**src/rtl/io_port_pkg.sv**
```systemverilog
package io_port_pkg;
  typedef enum logic {
    PAD_OPEN_DRAIN = 1'b0,
    PAD_PULLED_UP  = 1'b1
  } pad_mode_e;

  typedef struct packed {
    logic low;
    logic strong_hi;
    logic weak_pu;
    logic oe;
  } pad_ctl_t;
endpackage

```
**src/rtl/io_port_latch.sv**
```systemverilog
module io_port_latch #(
  parameter int W  = 8,
  parameter int IW = 3
) (
  input  logic          clk,
  input  logic          rst,
  input  logic          bus_active,
  input  logic          wr_byte_en,
  input  logic [W-1:0]  wr_byte_data,
  input  logic          wr_bit_en,
  input  logic [IW-1:0] wr_bit_idx,
  input  logic          wr_bit_val,
  output logic [W-1:0]  latch_q
);
  logic [W-1:0] next_q;
  logic         wr_any;

  assign wr_any = (wr_byte_en || wr_bit_en) && !bus_active;

  always_comb begin
    next_q = latch_q;
    if (wr_byte_en) next_q = wr_byte_data;
    if (wr_bit_en && (int'(wr_bit_idx) < W)) next_q[wr_bit_idx] = wr_bit_val;
  end

  always_ff @(posedge clk) begin
    if (rst)         latch_q <= '1;
    else if (wr_any) latch_q <= next_q;
  end

  // the latch comes out of reset all ones
  assert_reset_ones_R1: assert property (@(posedge clk) rst |=> latch_q == '1);

  // a bus cycle freezes the latch
  assert_bus_blocks_write_R5: assert property (@(posedge clk) disable iff (rst)
    bus_active |=> $stable(latch_q));

  // a lone bit write alters at most one bit
  assert_bit_write_scope_R3: assert property (@(posedge clk) disable iff (rst)
    (wr_bit_en && !wr_byte_en) |=> $countones(latch_q ^ $past(latch_q)) <= 1);
endmodule

```
**src/rtl/io_port_sync.sv**
```systemverilog
module io_port_sync #(
  parameter int W      = 8,
  parameter int STAGES = 2
) (
  input  logic         clk,
  input  logic         rst,
  input  logic [W-1:0] pin_in,
  output logic [W-1:0] pin_sync
);
  logic [STAGES-1:0][W-1:0] stage_q;

  always_ff @(posedge clk) begin
    if (rst) stage_q[0] <= '0;
    else     stage_q[0] <= pin_in;
  end

  for (genvar s = 1; s < STAGES; s++) begin : g_stage
    always_ff @(posedge clk) begin
      if (rst) stage_q[s] <= '0;
      else     stage_q[s] <= stage_q[s-1];
    end
  end

  assign pin_sync = stage_q[STAGES-1];

  // first stage captures the pin one edge later
  assert_sync_first_R7: assert property (@(posedge clk) disable iff (rst)
    !$past(rst) |-> stage_q[0] == $past(pin_in));

  // synchronized output advances one stage per edge
  assert_sync_last_R7: assert property (@(posedge clk) disable iff (rst)
    !$past(rst) |-> pin_sync == $past(stage_q[STAGES-2]));
endmodule

```
**src/rtl/io_port_driver.sv**
```systemverilog
module io_port_driver
  import io_port_pkg::*;
#(
  parameter int        W        = 8,
  parameter pad_mode_e PAD_MODE = PAD_OPEN_DRAIN
) (
  input  logic         clk,
  input  logic         rst,
  input  logic         bus_active,
  input  logic [W-1:0] bus_addr_data,
  input  logic [W-1:0] latch_q,
  output logic [W-1:0] drv_low,
  output logic [W-1:0] drv_strong_hi,
  output logic [W-1:0] pull_weak,
  output logic [W-1:0] out_en
);
  localparam logic HAS_PULL = (PAD_MODE == PAD_PULLED_UP);

  for (genvar i = 0; i < W; i++) begin : g_pin
    logic     src;
    pad_ctl_t ctl;
    assign src           = bus_active ? bus_addr_data[i] : latch_q[i];
    assign ctl.low       = !src;
    assign ctl.strong_hi = bus_active && src;
    assign ctl.weak_pu   = HAS_PULL && src;
    assign ctl.oe        = ctl.low || ctl.strong_hi;
    assign drv_low[i]       = ctl.low;
    assign drv_strong_hi[i] = ctl.strong_hi;
    assign pull_weak[i]     = ctl.weak_pu;
    assign out_en[i]        = ctl.oe;
  end

  // pull-down never fights a pull-up source
  assert_no_contention_R8: assert property (@(posedge clk) disable iff (rst)
    (drv_low & (drv_strong_hi | pull_weak)) == '0);

  // strong high only during a bus cycle
  assert_strong_only_bus_R9: assert property (@(posedge clk) disable iff (rst)
    !bus_active |-> drv_strong_hi == '0);

  // during a bus cycle the pins mirror the bus lines
  assert_bus_follow_R9: assert property (@(posedge clk) disable iff (rst)
    bus_active |-> (drv_strong_hi == bus_addr_data) && (out_en == '1));

  // an idle pin holding one is released
  assert_idle_release_R8: assert property (@(posedge clk) disable iff (rst)
    !bus_active |-> out_en == ~latch_q);

  if (!HAS_PULL) begin : g_od_chk
    // open-drain variant has no weak pull-up
    assert_od_no_pull_R10: assert property (@(posedge clk) disable iff (rst)
      pull_weak == '0);
  end
endmodule

```
**src/rtl/mcu_io_port.sv**
```systemverilog
module mcu_io_port
  import io_port_pkg::*;
#(
  parameter int        W           = 8,
  parameter int        SYNC_STAGES = 2,
  parameter pad_mode_e PAD_MODE    = PAD_OPEN_DRAIN,
  localparam int       IW          = (W > 1) ? $clog2(W) : 1
) (
  input  logic          clk,
  input  logic          rst,
  input  logic          wr_byte_en,
  input  logic [W-1:0]  wr_byte_data,
  input  logic          wr_bit_en,
  input  logic [IW-1:0] wr_bit_idx,
  input  logic          wr_bit_val,
  input  logic          rd_latch_en,
  input  logic          rd_pin_en,
  output logic [W-1:0]  rd_data,
  input  logic          bus_active,
  input  logic [W-1:0]  bus_addr_data,
  input  logic [W-1:0]  pin_in,
  output logic [W-1:0]  drv_low,
  output logic [W-1:0]  drv_strong_hi,
  output logic [W-1:0]  pull_weak,
  output logic [W-1:0]  out_en
);
  logic [W-1:0] latch_q;
  logic [W-1:0] pin_sync;

  io_port_latch #(.W(W), .IW(IW)) u_latch (
    .clk(clk), .rst(rst), .bus_active(bus_active),
    .wr_byte_en(wr_byte_en), .wr_byte_data(wr_byte_data),
    .wr_bit_en(wr_bit_en), .wr_bit_idx(wr_bit_idx), .wr_bit_val(wr_bit_val),
    .latch_q(latch_q)
  );

  io_port_sync #(.W(W), .STAGES(SYNC_STAGES)) u_sync (
    .clk(clk), .rst(rst), .pin_in(pin_in), .pin_sync(pin_sync)
  );

  io_port_driver #(.W(W), .PAD_MODE(PAD_MODE)) u_drv (
    .clk(clk), .rst(rst), .bus_active(bus_active),
    .bus_addr_data(bus_addr_data), .latch_q(latch_q),
    .drv_low(drv_low), .drv_strong_hi(drv_strong_hi),
    .pull_weak(pull_weak), .out_en(out_en)
  );

  always_comb begin
    if (rd_latch_en)    rd_data = latch_q;
    else if (rd_pin_en) rd_data = pin_sync;
    else                rd_data = '0;
  end

  // latch strobe returns the current latch contents
  assert_rd_latch_R6: assert property (@(posedge clk) disable iff (rst)
    rd_latch_en |-> rd_data == latch_q);

  // no strobe, quiet bus
  assert_rd_idle_R7: assert property (@(posedge clk) disable iff (rst)
    (!rd_latch_en && !rd_pin_en) |-> rd_data == '0);
endmodule

```
**config.mk**
```make
export PLATFORM = sky130hd
export DESIGN_NAME = mcu_io_port
export DESIGN_NICKNAME = d
export VERILOG_FILES = /design/src/rtl/io_port_pkg.sv /design/src/rtl/io_port_latch.sv /design/src/rtl/io_port_sync.sv /design/src/rtl/io_port_driver.sv /design/src/rtl/mcu_io_port.sv
export SDC_FILE = /design/constraint.sdc
export NUM_CORES = 1
export LEC_CHECK = 0
export BUFFER_PORTS_ARGS = -buffer_cell sky130_fd_sc_hd__clkbuf_2
export CORE_ASPECT_RATIO = 0.9
export CORE_MARGIN = 2
export CORE_UTILIZATION = 46
export CTS_CLUSTER_SIZE = 10
export DETAILED_ROUTE_END_ITERATION = 8
export PLACE_DENSITY = 0.82
export SLEW_MARGIN = 20
export SYNTH_ARGS = -nofsm -noshare
export SYNTH_HDL_FRONTEND = slang
export SYNTH_SLANG_ARGS = --single-unit
```
**constraint.sdc**
```tcl
create_clock -name clk -period 1.8 [get_ports clk]
set_input_delay 0 -clock clk [delete_from_list [all_inputs] [get_ports clk]]
set_output_delay 0 -clock clk [all_outputs]
set_load 0.05 [all_outputs]
```
==> results of run 1 <==
-- power by group through the flow --
| stage | logic (uW) | clock network, uW | registers, uW |
|---|---|---|---|
| CTS | 507 | 392 | 584 |
| global placement | 484 | 0 | 594 |
| finish | 504 | 382 | 583 |
| floorplan | 396 | 0 | 587 |
| global route | 538 | 411 | 588 |
| detailed placement | 492 | 0 | 596 |
-- stage by stage --
stage	cell area, um^2	util
floorplan	1330	-
global placement	1600	0.587
detailed placement	1600	0.587
CTS	1730	0.635
global route	1730	0.635
finish	1730	0.635
-- layout make-up --
cell class,count,area share
Sequential cell,24,0.277
Multi-Input combinational cell,100,0.426
Timing Repair Buffer,74,0.237
Clock inverter,1,0.0173
Tap cell,40,0.0289
Clock buffer,3,0.0130
-- cells by family after synthesis --
logic type             after synthesis
other                                1
AO/OA/AOI/OAI                       32
AND/OR/NAND/NOR                     44
buffers and inverters               17
flip-flops                          24
multiplexers                        16
-- final timing paths --
path,from,endpoint,slack [ps],cells past startpoint
worst min-delay path,wr_bit_val,u_latch.latch_q[5]$_SDFFE_PP1P_,80,3
worst max register to register,u_latch.latch_q[6]$_SDFFE_PP1P_,u_latch.latch_q[6]$_SDFFE_PP1P_,740,3
worst min register to register,u_sync.stage_q[6]$_SDFF_PP0_,u_sync.pin_sync[6]$_SDFF_PP0_,450,1
worst max-delay path,u_latch.latch_q[1]$_SDFFE_PP1P_,drv_low[1],550,3
-- synthesized netlist by cell type, drive strengths merged --
library cell,number
nand4,1
a21oi,8
o21ai,9
nor4b,1
and2,8
nand2b,8
buf,14
a22o,7
o21bai,1
nor2b,18
clkbuf,3
nand4b,3
conb,1
mux2i,8
nand2,2
and4bb,3
a21boi,7
mux2,8
dfxtp,24
-- state kept, by name, summed over array words and instances (netlist names) --
register,cells
u_latch.latch_q,8
u_sync.pin_sync,8
u_sync.stage_q,8
-- critical path: cells and delay by family (launching register included) --
kind / cells / cell delay [ps]
DFF: 1 / 380
AOI/OAI and AO/OA: 1 / 170
buffers and inverters: 1 / 300
and+or+nand+nor: 1 / 110
-- layer usage --
layer / wire length, um / vias up
met3: 263 / 2
met1: 1150 / 536
met2: 1550 / 63
met5: 0 / -
met4: 14 / 0
li1: - / 588
-- repair_timing --
item                                   4_1_cts  5_1_grt
buffers inserted                             0        0
hold buffers                                 8        0
endpoints found under the hold margin        8        0
==> flow_metrics.env, run 1 <==
export IMPL_drc=0
export IMPL_root_buffer="clkbuf_4"
export IMPL_power_density_nw_per_um2=849
export IMPL_hpwl_um=2350
export IMPL_syn2layout_area_growth_pct=32.6
export IMPL_vias=1189
export IMPL_syn_area_um2=1310
export IMPL_tns_ps=0
export IMPL_fmax_ghz=0.797
export IMPL_tritoncts="done"
export IMPL_final_cell_mix="clkbuf_2 (66), dfxtp_1 (24), nor2b_1 (17)"
export IMPL_ys_seq_area_frac=0.368
export IMPL_gr_max_usage_layer="met2"
export IMPL_rsz0062_at_grt="no"
export IMPL_cts_inserted_buffers=3
export IMPL_muxShareOfSynthArea=0.133
export IMPL_wl_um=2980
export IMPL_ant_nets=0
export IMPL_antenna_found_initial=0
export IMPL_start_util=0.479
export IMPL_power_frac_comb=0.343
export IMPL_syn_area_per_cell_um2=9.75
export IMPL_pre_cts_slack_ps=751
export IMPL_clk_pin_slew_worst_paths_ps=130
export IMPL_worstPathRequired_ps=1800
export IMPL_drive_gt1_frac=0.396
export IMPL_synthCells=134
export IMPL_die_area_um2=3280
export IMPL_status="completed"
export IMPL_power_total_uw=1470
export IMPL_power_internal_uw=938
export IMPL_use_met1=0.190
export IMPL_netSwitchingPower_uw=531
export IMPL_yosys_area_top_type_share=0.368
export IMPL_grt_pass1_wl_um=4480
export IMPL_layout_commonest_cell="clkbuf_2"
export IMPL_ys_types=27
export IMPL_worstSetupPathType="reg2out"
export IMPL_sw_frac_of_total=0.361
export IMPL_worstSetupStartpointType="flop"
export IMPL_routabilityCongestion=0.839
export IMPL_multiInputGateArea_um2=738
export IMPL_io_buffers=66
export IMPL_yosys_register_bits=24
export IMPL_cap_violations=0
export IMPL_ioPinCount=75
export IMPL_p_leak_uw=0.000835
export IMPL_die_x_um=60.2
export IMPL_die_h_um=54.6
export IMPL_worstPathArrival_ps=1250
export IMPL_clock_path_buffers=2
export IMPL_worst_slack_ps=546
export IMPL_pwr_share_clk=0.260
export IMPL_max_stage_delay_ps=380
export IMPL_diodes=0
export IMPL_period_share=0.697
export IMPL_grtUsageTotal=0.185
export IMPL_synth_xor_area_frac=0
export IMPL_grt_pass1_vias=1036
export IMPL_crit_fanout=4
export IMPL_vias_per_cell=4.91
export IMPL_fin_skew_ps=1.66
export IMPL_htree_num_levels=1
export IMPL_worstSkewPairLatency_ps=310
export IMPL_seq_power_share=0.397
export IMPL_cts_sinks=24
export IMPL_finalMaxSlewViolations=0
export IMPL_synth_fa_ha_area_frac=0
export IMPL_fin_crit_ps=1250
export IMPL_ys_top_cells_by_area="dfxtp_1 (37%), nor2b_1 (8.1%), mux2i_1 (6.1%)"
export IMPL_seq_area_um2=480
export IMPL_first_pass_iters=4
export IMPL_grt_max_degree=25
export IMPL_yosysTopAreaCell="dfxtp_1"
export IMPL_rows=18
export IMPL_dp_cells=230
export IMPL_core_area_um2=2730
export IMPL_grt_overflow_total=0
export IMPL_fin_hold_ws_ps=83.2
export IMPL_setup_viol_count_final=0
export IMPL_synth_warnings=0
export IMPL_hold_violations=0
export IMPL_fillerInstances=218
export IMPL_wl_per_cell_um=12.3
export IMPL_endpoint_kind="primary output"
export IMPL_peakVddDrop_v=0.000588
export IMPL_drt_iter0_markers=28
export IMPL_cp_slowest_cell="dfxtp_1"
export IMPL_cts_resized=0
export IMPL_gr_usage_met2=0.379
export IMPL_yosys_area_share_simple=0.242
export IMPL_hp_class="in2reg"
export IMPL_path_cells="nand2b_1, a21boi_1, clkbuf_2"
export IMPL_met3_usage=0.0378
export IMPL_synth_compound_area_frac=0.167
export IMPL_synth_top_family_by_area="simple AND/OR/NAND/NOR gates"
export IMPL_stdcell_count=242
export IMPL_fin_nets=238
Note: power is estimated with default switching activity, not from simulation.
==> inputs of run 2 (changes only) <==
--- a/config.mk
+++ b/config.mk
@@ -8,10 +8,10 @@
 export BUFFER_PORTS_ARGS = -buffer_cell sky130_fd_sc_hd__clkbuf_2
 export CORE_ASPECT_RATIO = 0.9
 export CORE_MARGIN = 2
-export CORE_UTILIZATION = 46
+export CORE_UTILIZATION = 43
 export CTS_CLUSTER_SIZE = 10
 export DETAILED_ROUTE_END_ITERATION = 8
-export PLACE_DENSITY = 0.82
+export PLACE_DENSITY = 0.78
 export SLEW_MARGIN = 20
 export SYNTH_ARGS = -nofsm -noshare
 export SYNTH_HDL_FRONTEND = slang
==> constraint.sdc (replaced) <==
create_clock -name clk -period 1.3 [get_ports clk]
set_input_delay 0 -clock clk [delete_from_list [all_inputs] [get_ports clk]]
set_output_delay 0 -clock clk [all_outputs]
set_load 0.05 [all_outputs]
==> run 2 against run 1 <==
  * Sequential power rose by 39%
  * Cell area rose by 1.7%
  * Power rose by 40%
  * Clock skew fell by 1.0 ps
  * Via count rose by 2.3%
  * Critical endpoint is now drv_low[0]
  * Clock-buffer cell count did not move
  * Critical path type unchanged
  * Sequential share of layout area fell by 0.45 points
  * Critical path depth did not move
  * First-iteration DRC count fell by 39%
  * Highest routed layer unchanged
  * Global-route usage fell by 0.87 points
  * Combinational power rose by 42%
==> flow_metrics.env, run 2 (same netlist as run 1, synthesis figures left out) <==
export IMPL_path_cells="nand2b_1, nor2b_2, clkbuf_2"
export IMPL_routabilityCongestion=0.837
export IMPL_drt_iter0_markers=17
export IMPL_reg2reg_to="u_latch.latch_q[5]$_SDFFE_PP1P_"
export IMPL_grt_max_degree=25
export IMPL_diodes=0
export IMPL_fin_skew_ps=0.646
export IMPL_cts_sinks=24
export IMPL_grt_pass1_vias=1097
export IMPL_startpoint="u_latch.latch_q[0]$_SDFFE_PP1P_"
export IMPL_r2r_start="u_latch.latch_q[5]$_SDFFE_PP1P_"
export IMPL_hp_class="in2reg"
export IMPL_grt_pass1_wl_um=4640
export IMPL_period_share=0.943
export IMPL_clock_path_buffers=2
export IMPL_wl_per_cell_um=12.8
export IMPL_io_buffers=66
export IMPL_crit_fanout=4
export IMPL_final_util=0.625
export IMPL_worstSetupPathType="reg2out"
export IMPL_power_density_nw_per_um2=1170
export IMPL_fin_crit_ps=1230
export IMPL_cap_violations=0
export IMPL_r2r_cells=3
export IMPL_layout_commonest_cell="clkbuf_2"
export IMPL_worst_slack_ps=73.5
export IMPL_p_leak_uw=0.000840
export IMPL_vias=1216
export IMPL_wl_um=3110
export IMPL_syn2layout_area_growth_pct=34.8
export IMPL_fmax_ghz=0.815
export IMPL_dp_cells=230
export IMPL_fin_nets=238
export IMPL_vias_per_cell=5.02
export IMPL_endpoint_kind="primary output"
export IMPL_htree_num_levels=1
export IMPL_antenna_found_initial=0
export IMPL_core_area_um2=2820
export IMPL_grtUsageTotal=0.176
export IMPL_ant_nets=0
export IMPL_tns_ps=0
export IMPL_worstSkewPairLatency_ps=310
export IMPL_worstPathRequired_ps=1300
export IMPL_drive_gt1_frac=0.436
export IMPL_die_area_um2=3500
export IMPL_ioPinCount=75
export IMPL_die_x_um=62.1
export IMPL_grt_overflow_total=0
export IMPL_start_util=0.464
export IMPL_final_cell_mix="clkbuf_2 (60), dfxtp_1 (24), nor2b_1 (16)"
export IMPL_worstPathArrival_ps=1230
export IMPL_die_h_um=56.3
export IMPL_first_pass_iters=4
export IMPL_root_buffer="clkbuf_4"
export IMPL_setup_viol_count_final=0
export IMPL_stdcell_count=242
export IMPL_crit_cells=3
export IMPL_r2r_slack_ps=290
export IMPL_hpwl_um=2450
export IMPL_peakVddDrop_v=0.000717
export IMPL_cp_top_family="flip-flops"
export IMPL_worst_path_buf_inv=1
export IMPL_max_stage_delay_ps=440
export IMPL_cp_slowest_cell="dfxtp_1"
export IMPL_hold_violations=0
export IMPL_drc=0
export IMPL_worstSetupStartpointType="flop"
export IMPL_tritoncts="done"
export IMPL_cts_inserted_buffers=3
export IMPL_clk_pin_slew_worst_paths_ps=130
export IMPL_power_total_uw=2050
export IMPL_status="completed"
export IMPL_rsz0062_at_grt="no"
export IMPL_finalMaxSlewViolations=0
export IMPL_pre_cts_slack_ps=235
export IMPL_rows=18
export IMPL_worstSetupEndpoint="drv_low[0]"
run 2: cell count changes in the layout (fill, tap and decap cells not counted), sizes merged:
| cell | before | now |
|---|---|---|
| buf | 0 | 6 |
| clkbuf | 69 | 63 |
run 2: tightest hold or removal path: stages:
cell and delay [ps]:
clkbuf_2 70, mux2_2 130, mux2i_1 60, o21ai_1 100
run 2: area by class of cell:
type	count	area [um^2]
clock inverters	1	30.0
flip-flops and latches	24	480
multi-input cells	100	767
fillers	243	1050
clock buffers	3	22.5
well taps	40	50.0
repair buffers	74	410
run 2: what timing repair did:
item                                    CTS  global route
resized for setup                         0             6
endpoints found under the hold margin     8             0
endpoints found under the setup margin    0             6
buffers inserted                          0             0
hold buffers                              8             0
run 2: power breakdown:
group / switching (uW) / leakage [uW] / internal [uW]
Clock: 218 / 0.0000279 / 312
Combinational: 497 / 0.000613 / 217
Sequential: 29.1 / 0.000199 / 778
run 2: stage by stage:
stage,hold slack (ps),cell area (um^2)
3_5_place_dp,215,1630
3_3_place_gp,208,1630
2_1_floorplan,71.6,1360
5_1_grt,89.0,1760
6_report,74.9,1760
4_1_cts,65.4,1760
run 2: per-layer routing:
metal  vias to the layer above  track usage  part of all wire  wire length (um)
met5                         -            0                 0                 0
met4                         0       0.0699             0.027                83
met3                        12       0.0346             0.086               268
met2                        71        0.321              0.51              1590
met1                       543        0.189              0.38              1170
li1                        590            -                 -                 -
run 2: worst min-delay path by stage:
stage | from | endpoint | slack (ps) | cells after the start
2_1_floorplan | rst | u_sync.stage_q[3]$_SDFF_PP0_ | 70 | 1
3_3_place_gp | pin_in[2] | u_sync.stage_q[2]$_SDFF_PP0_ | 210 | 2
3_5_place_dp | pin_in[7] | u_sync.stage_q[7]$_SDFF_PP0_ | 210 | 2
4_1_cts | wr_byte_data[2] | u_latch.latch_q[2]$_SDFFE_PP1P_ | 70 | 4
5_1_grt | wr_byte_data[0] | u_latch.latch_q[0]$_SDFFE_PP1P_ | 90 | 4
6_report | wr_byte_data[2] | u_latch.latch_q[2]$_SDFFE_PP1P_ | 70 | 4
==> inputs of run 3 (changes only) <==
--- a/config.mk
+++ b/config.mk
@@ -6,9 +6,11 @@
 export NUM_CORES = 1
 export LEC_CHECK = 0
 export BUFFER_PORTS_ARGS = -buffer_cell sky130_fd_sc_hd__clkbuf_2
+export CELL_PAD_IN_SITES_DETAIL_PLACEMENT = 0
+export CELL_PAD_IN_SITES_GLOBAL_PLACEMENT = 1
 export CORE_ASPECT_RATIO = 0.9
 export CORE_MARGIN = 2
-export CORE_UTILIZATION = 43
+export CORE_UTILIZATION = 31
 export CTS_CLUSTER_SIZE = 10
 export DETAILED_ROUTE_END_ITERATION = 8
 export PLACE_DENSITY = 0.78
==> run 3 against run 2 <==
  * Largest power group unchanged
  * Register-to-register slack better by 20 ps
  * Setup slack gained 18 ps
  * Highest routed layer unchanged
  * Clock power is 21% higher
  * Critical path depth did not move
  * Clock skew up 2.7 ps
  * Power rose by 5.0%
  * Sequential power hardly changed
  * Clock-buffer cell count is the same
  * Hold slack better by 61 ps
  * First-iteration DRC count is 110% higher
==> flow_metrics.env, run 3 (same netlist as run 1, synthesis figures left out) <==
export IMPL_status="completed"
export IMPL_final_util=0.439
export IMPL_p_leak_uw=0.000848
export IMPL_htree_num_levels=1
export IMPL_pre_cts_slack_ps=270
export IMPL_io_buffers=66
export IMPL_clk_pin_slew_worst_paths_ps=80
export IMPL_drive_gt1_frac=0.436
export IMPL_worstPathRequired_ps=1300
export IMPL_tritoncts="done"
export IMPL_endpoint_kind="primary output"
export IMPL_first_pass_iters=4
export IMPL_cts_resized=0
export IMPL_power_frac_comb=0.329
export IMPL_die_area_um2=4750
export IMPL_topRoutingLayerUsed="met4"
export IMPL_worstSkewPairLatency_ps=260
export IMPL_worst_slack_ps=91.9
export IMPL_grt_overflow_total=0
export IMPL_worstPathArrival_ps=1210
export IMPL_power_density_nw_per_um2=1200
export IMPL_crit_fanout=4
export IMPL_finalMaxSlewViolations=0
export IMPL_grt_pass1_wl_um=4430
export IMPL_worstSetupPathType="reg2out"
export IMPL_period_share=0.929
export IMPL_fillerInstances=399
export IMPL_dp_cells=238
export IMPL_rsz0062_at_grt="no"
export IMPL_fin_crit_ps=1210
export IMPL_ioPinCount=75
export IMPL_hp_class="in2reg"
export IMPL_diodes=0
export IMPL_fin_skew_ps=3.31
export IMPL_vias_per_cell=4.62
export IMPL_drc=0
export IMPL_route_met3_wl_um=270
export IMPL_peakVddDrop_v=0.000719
export IMPL_drt_iter0_markers=36
export IMPL_die_x_um=72.4
export IMPL_vias=1154
export IMPL_cts_sinks=24
export IMPL_core_area_um2=4070
export IMPL_wl_per_cell_um=12.0
export IMPL_hpwl_um=2300
export IMPL_power_internal_uw=1410
export IMPL_final_cell_mix="clkbuf_2 (66), dfxtp_1 (24), nor2b_1 (16)"
export IMPL_setup_viol_count_final=0
export IMPL_sw_frac_of_total=0.347
export IMPL_fin_nets=238
export IMPL_seq_power_share=0.374
export IMPL_start_util=0.321
export IMPL_netSwitchingPower_uw=747
export IMPL_die_h_um=65.6
export IMPL_stdcell_count=250
export IMPL_grt_pass1_vias=941
export IMPL_route_met2_wl_um=1470
export IMPL_grtUsageTotal=0.123
export IMPL_worstSetupStartpointType="flop"
export IMPL_cap_violations=0
export IMPL_routabilityCongestion=0.752
export IMPL_wl_met1_um=1240
export IMPL_hold_violations=0
export IMPL_clock_path_buffers=2
export IMPL_rows=22
export IMPL_syn2layout_area_growth_pct=37.0
export IMPL_wl_um=2990
export IMPL_tns_ps=0
export IMPL_antenna_found_initial=0
export IMPL_fin_hold_ws_ps=136
export IMPL_cts_inserted_buffers=3
export IMPL_grt_max_degree=25
export IMPL_pwr_share_clk=0.297
export IMPL_ant_nets=0
export IMPL_layout_commonest_cell="clkbuf_2"
export IMPL_root_buffer="clkbuf_8"
export IMPL_fmax_ghz=0.828
==> run 3: worst paths after layout <==
kind / from / endpoint / slack, ps / cells after the start
min: wr_byte_data[0] / u_latch.latch_q[0]$_SDFFE_PP1P_ / 140 / 4
min reg2reg: u_sync.stage_q[4]$_SDFF_PP0_ / u_sync.pin_sync[4]$_SDFF_PP0_ / 440 / 1
max reg2reg: u_latch.latch_q[7]$_SDFFE_PP1P_ / u_latch.latch_q[7]$_SDFFE_PP1P_ / 310 / 3
max: u_latch.latch_q[7]$_SDFFE_PP1P_ / drv_low[7] / 90 / 3
==> run 3: per-layer routing <==
| metal | up-vias | GRT usage |
|---|---|---|
| li1 | 585 | - |
| met1 | 510 | 0.149 |
| met2 | 57 | 0.211 |
| met3 | 2 | 0.0429 |
| met4 | 0 | 0.0278 |
| met5 | - | 0 |
==> run 3: critical path, cell delays in order (launching register included) <==
cell	delay, ps
dfxtp_1	430
nand2b_1	110
a21boi_2	160
clkbuf_2	250
==> run 3: through the flow <==
stage / total power, uW / instance area (um^2)
after floorplan: 1370 / 1360
final: 2150 / 1790
after global routing: 2250 / 1790
after global placement: 1520 / 1640
after CTS: 2170 / 1790
after detailed placement: 1520 / 1640
==> run 3: final cells by class <==
| type | count | area (um^2) | share of cell area |
|---|---|---|---|
| tap | 48 | 60.1 | 0.0336 |
| clock buffer | 3 | 41.3 | 0.0231 |
| multi-input combinational | 100 | 767 | 0.429 |
| timing repair buffer | 74 | 410 | 0.229 |
| sequential | 24 | 480 | 0.269 |
| clock inverter | 1 | 30.0 | 0.0168 |
==> run 3: power by group through the flow <==
stage	registers [uW]	logic [uW]	clock network, uW
floorplan	812	559	0
finish	806	708	639
detailed placement	823	693	0
global placement	821	695	0
global route	813	752	689
CTS	806	713	654
==> run 3: what timing repair did <==
item                                    CTS  global route
endpoints found under the setup margin    0             0
hold buffers                              8             0
buffers inserted                          0             0
hold endpoints to repair                  8             0
